**src/rtl/kmask_pkg.sv**
```systemverilog
package kmask_pkg;
  // meaning of the feedback select bit
  typedef enum logic {
    FB_PREV  = 1'b0,
    FB_OLDER = 1'b1
  } fb_sel_e;
endpackage

```
**src/rtl/kmask_sample_hist.sv**
```systemverilog
module kmask_sample_hist #(
  parameter int unsigned W     = 16,
  parameter int unsigned DEPTH = 2
) (
  input  logic         clk,
  input  logic         rst_n,
  input  logic         shift,
  input  logic [W-1:0] y_in,
  output logic [W-1:0] z_out
);
  logic [W-1:0] hist_q [DEPTH];

  for (genvar i = 0; i < DEPTH; i++) begin : g_tap
    if (i == 0) begin : g_head
      always_ff @(posedge clk) begin
        if (!rst_n)     hist_q[i] <= '0;
        else if (shift) hist_q[i] <= y_in;
      end
    end else begin : g_body
      always_ff @(posedge clk) begin
        if (!rst_n)     hist_q[i] <= '0;
        else if (shift) hist_q[i] <= hist_q[i-1];
      end
    end
  end

  always_comb begin
    z_out = y_in;
    for (int k = 0; k < DEPTH; k++) z_out = z_out ^ hist_q[k];
  end
endmodule

```
**src/rtl/kmask_ct_hist.sv**
```systemverilog
module kmask_ct_hist
  import kmask_pkg::*;
#(
  parameter int unsigned W     = 16,
  parameter int unsigned DEPTH = 2
) (
  input  logic         clk,
  input  logic         rst_n,
  input  logic         shift,
  input  logic [W-1:0] c_in,
  input  fb_sel_e      sel,
  output logic [W-1:0] fb_out
);
  logic [W-1:0] hist_q [DEPTH];

  for (genvar i = 0; i < DEPTH; i++) begin : g_tap
    if (i == 0) begin : g_head
      always_ff @(posedge clk) begin
        if (!rst_n)     hist_q[i] <= '0;
        else if (shift) hist_q[i] <= c_in;
      end
    end else begin : g_body
      always_ff @(posedge clk) begin
        if (!rst_n)     hist_q[i] <= '0;
        else if (shift) hist_q[i] <= hist_q[i-1];
      end
    end
  end

  always_comb begin
    unique case (sel)
      FB_OLDER: fb_out = hist_q[DEPTH-1];
      default:  fb_out = hist_q[0];
    endcase
  end
endmodule

```
**src/rtl/kmask_out_stage.sv**
```systemverilog
module kmask_out_stage #(
  parameter int unsigned W = 16
) (
  input  logic         clk,
  input  logic         rst_n,
  input  logic         load,
  input  logic [W-1:0] d_in,
  input  logic         out_ready,
  output logic         out_valid,
  output logic [W-1:0] out_data,
  output logic         slot_free
);
  assign slot_free = !out_valid || out_ready;

  always_ff @(posedge clk) begin
    if (!rst_n) begin
      out_valid <= 1'b0;
      out_data  <= '0;
    end else if (load) begin
      out_valid <= 1'b1;
      out_data  <= d_in;
    end else if (out_ready) begin
      out_valid <= 1'b0;
    end
  end
endmodule

```
**src/rtl/keystream_masker.sv**
```systemverilog
module keystream_masker
  import kmask_pkg::*;
#(
  parameter int unsigned WORD_W   = 16,
  parameter int unsigned SMP_TAPS = 3,
  parameter int unsigned FB_DEPTH = 2
) (
  input  logic              clk,
  input  logic              rst_n,
  input  logic              pt_valid,
  output logic              pt_ready,
  input  logic [WORD_W-1:0] pt_data,
  input  logic              smp_valid,
  output logic              smp_ready,
  input  logic [WORD_W-1:0] smp_word,
  input  logic              smp_sel,
  output logic              ct_valid,
  input  logic              ct_ready,
  output logic [WORD_W-1:0] ct_data
);
  localparam int unsigned SMP_HIST = SMP_TAPS - 1;

  logic              slot_free;
  logic              accept;
  logic [WORD_W-1:0] z_word;
  logic [WORD_W-1:0] fb_word;
  logic [WORD_W-1:0] c_word;
  fb_sel_e           sel_e;

  assign pt_ready  = smp_valid && slot_free;
  assign smp_ready = pt_valid && slot_free;
  assign accept    = pt_valid && smp_valid && slot_free;
  assign sel_e     = fb_sel_e'(smp_sel);
  assign c_word    = pt_data ^ z_word ^ fb_word;

  kmask_sample_hist #(.W(WORD_W), .DEPTH(SMP_HIST)) u_smp (
    .clk   (clk),
    .rst_n (rst_n),
    .shift (accept),
    .y_in  (smp_word),
    .z_out (z_word)
  );

  kmask_ct_hist #(.W(WORD_W), .DEPTH(FB_DEPTH)) u_cth (
    .clk    (clk),
    .rst_n  (rst_n),
    .shift  (accept),
    .c_in   (c_word),
    .sel    (sel_e),
    .fb_out (fb_word)
  );

  kmask_out_stage #(.W(WORD_W)) u_out (
    .clk       (clk),
    .rst_n     (rst_n),
    .load      (accept),
    .d_in      (c_word),
    .out_ready (ct_ready),
    .out_valid (ct_valid),
    .out_data  (ct_data),
    .slot_free (slot_free)
  );
endmodule

```
**config.mk**
```make
export PLATFORM = sky130hd
export DESIGN_NAME = keystream_masker
export DESIGN_NICKNAME = d
export VERILOG_FILES = /design/src/rtl/kmask_pkg.sv /design/src/rtl/kmask_sample_hist.sv /design/src/rtl/kmask_ct_hist.sv /design/src/rtl/kmask_out_stage.sv /design/src/rtl/keystream_masker.sv
export SDC_FILE = /design/constraint.sdc
export NUM_CORES = 1
export LEC_CHECK = 0
export BUFFER_PORTS_ARGS = -buffer_cell sky130_fd_sc_hd__buf_2
export CORE_ASPECT_RATIO = 1.5
export CORE_MARGIN = 8
export CORE_UTILIZATION = 55
export CTS_CLUSTER_DIAMETER = 60
export DETAILED_ROUTE_END_ITERATION = 10
export GPL_ROUTABILITY_DRIVEN = 0
export PLACE_DENSITY_LB_ADDON = 0.25
export SKIP_CTS_REPAIR_TIMING = 1
export SLEW_MARGIN = 20
export SYNTH_ARGS = -nofsm -noshare
export SYNTH_HDL_FRONTEND = slang
export SYNTH_SLANG_ARGS = --single-unit
```
**constraint.sdc**
```tcl
create_clock -name clk -period 8.7 [get_ports clk]
set_clock_uncertainty 0.2 [all_clocks]
set_input_delay 1.305 -clock clk [delete_from_list [all_inputs] [get_ports clk]]
set_output_delay 1.305 -clock clk [all_outputs]
set_load 0.01 [all_outputs]
```
==> flow_summary_export.csv <==
group,metric,value,unit
placed_design,place_hpwl,4.12,mm
setup_path,reg2reg_from,"u_out.out_valid",
sta,slew_headroom,0.516,
grt,grt_max_degree,49,
grt,grt_usage,0.133,
min_path,hp-class,"register to register",
cells_and_area,synthToLayoutAreaGrowth,14.5,%
synth,syn_area,3690,sq um
cells_and_area,nNetsFinal,356,
sta,finalSetupViolations,0,
route,drt-met1-wl,2.60,mm
synth,synth_area_leaders,"edfxtp_1 52%, xnor2_1 15%, dfxtp_1 9.2%",
setup_path,r2r_setup_slack,6140,ps
floorplanning,dieArea,9630,sq um
route,drt_wl_total,6.15,mm
setup_path,crit_required,7190,ps
synth,synth.top_cell.area_share,0.521,
sta,setup_tns,0,ps
cts,cts.clk_slew.worst_paths,80,ps
sta,finalCritPeriodShare,0.384,
grt,overflow,0,
route,drc,0,
synth,syn_area_per_cell,14.1,sq um
sta,drv_slew,0,
synth,ys_warn_count,0,
setup_path,cp_max_fo,4,
setup_path,crit_path_start_kind,"primary input",
cells_and_area,post-route-util,0.651,
route,wl_met3,301,microns
placed_design,placed_area,3980,sq um
route,vias,2015,
synth,synth.largest_area_cell,"edfxtp_1",
setup_path,path_class,"primary input to output port",
sta,period_minus_slack,3340,ps
floorplanning,start_util,0.568,
min_path,min_from,"u_out.out_data[12]",
floorplanning,ios,57,
route,antenna_left,0,
synth,syn_inst,262,
setup_path,r2r_cells,5,
power_and_ir_drop,leakagePower,1.66,nW
min_path,min_to,"u_out.out_data[12]",
cells_and_area,antenna_cells,0,
cells_and_area,nFillCells,517,
route,wl_per_cell,15.4,microns
sta,rsz0062_at_grt,"false",
cts,htreeDepth,3,
route,drt_pass1_iterations,4,
flow_run,cap_violations,0,
sta,worstMarginPinSlew,725,ps
min_path,min_path_cells,1,
cts,cts_tree,"done",
synth,yosys.cell_types.count,17,
cells_and_area,fin_area,4220,sq um
setup_path,r2r_end,"u_cth.hist_q[0][8]",
grt,antenna_found_initial,0,
synth,synth-seq-area-share,0.614,
floorplanning,core-area,6490,sq um
placed_design,io_buffers,56,
cts,numCtsBuffers,9,
floorplanning,dieWidth,82.8,microns
synth,syn_nets,300,
route,highest_layer,"met4",
grt,grt_pass1_vias,2200,
route,drt-initial-drc-count,129,
sta,hold_viol_final,0,
cts,clock_path_buffers,2,
sta,fmax,300,MHz
floorplanning,placementRows,36,
setup_path,cp.arrival,1830,ps
synth,synth_seq_cells,81,
cells_and_area,drive_gt1_frac,0.300,
cts,clkLatencyLatePin,340,ps
cts,cts_root_buf,"clkbuf_8",
cts,clkSinkCount,81,
power_and_ir_drop,p_per_area,215,nW/um^2
setup_path,critPathCaptureType,"output port",
outcome,outcome,"finished, final reports clean",
floorplanning,die_y,116,microns
route,dr_wl_met2,3.14,mm
route,vias_per_cell,5.05,
power_and_ir_drop,max-vdd-ir-drop,0.143,mV
grt,grt_pass1_wl,10.4,mm
==> area by class of cell <==
| cell class | instances | area, sq um | share of cell area |
|---|---|---|---|
| timing repair buffer | 57 | 288 | 0.0682 |
| sequential | 81 | 2260 | 0.536 |
| clock buffer | 9 | 124 | 0.0293 |
| clock inverter | 7 | 109 | 0.0258 |
| tap | 76 | 95.1 | 0.0225 |
| multi-input combinational | 168 | 1340 | 0.317 |
| inverter | 1 | 3.75 | 0.000889 |
==> how the worst max path moves through the flow <==
stage | to | start | slack (ps)
6_report | smp_ready | ct_ready | 5360
5_1_grt | u_cth.hist_q[0][11] | ct_ready | 5250
4_1_cts | smp_ready | ct_ready | 5360
3_5_place_dp | u_smp.hist_q[1][7] | ct_ready | 5010
3_3_place_gp | u_smp.hist_q[0][8] | ct_ready | 5080
2_1_floorplan | u_cth.hist_q[0][0] | ct_ready | 4870
==> worst max-delay path, stage by stage <==
cell and delay, ps:
buf_2 90, nand2b_4 140, and2_4 160, buf_2 130
==> through the flow <==
step	hold WS [ps]	setup slack [ps]	instances	power (W)
global route	287	5250	399	0.000943
floorplan	290	4870	262	0.000563
CTS	269	5360	399	0.000913
detailed placement	245	5010	383	0.000597
global placement	242	5080	383	0.000594
finish	264	5360	399	0.000906
==> registers in the layout (all words and copies together) (netlist names) <==
register,cells
u_out.out_valid,1
u_smp.hist_q,32
u_out.out_data,16
u_cth.hist_q,32
==> per-layer routing <==
metal,vias up,GRT usage
met4,0,0.0635
met1,948,0.150
met2,41,0.227
met5,-,0
li1,1015,-
met3,11,0.0412
==> cell families (layout without fill, tap and decap cells) <==
family / Yosys count / after routing / share of synthesized area
buf+inv: 13 / 74 / 0.0241
flops: 81 / 81 / 0.614
simple gates: 71 / 71 / 0.127
mux: 16 / 16 / 0.0434
xor+xnor: 64 / 64 / 0.152
compound gates: 17 / 17 / 0.0401
==> cell usage after synthesis (all sizes together) <==
cell type	n
and3	1
edfxtp	64
xnor2	64
and2	51
nand3	2
nand2b	1
a21boi	1
clkbuf	2
o2bb2ai	16
inv	1
nor2	16
mux2i	16
buf	10
dfxtp	17
==> power breakdown <==
group          leakage [nW]  internal, W  switching [W]
clock network         0.120     0.000188       0.000130
logic                 0.717    0.0000618      0.0000642
registers             0.820     0.000448      0.0000139
==> cell usage in the layout, fill, tap and decap left out <==
cell	instances
xnor2_1	64
inv_2	1
and3_4	1
and2_1	30
a21boi_0	1
clkinv_2	3
nand3_1	1
buf_2	56
clkbuf_8	9
o2bb2ai_1	16
bufinv_16	3
dfxtp_1	17
buf_4	1
nand3_2	1
clkinv_1	1
nor2_1	16
nand2b_4	1
mux2i_1	16
edfxtp_1	64
and2_4	21
Power figures use the tool's default switching activity.
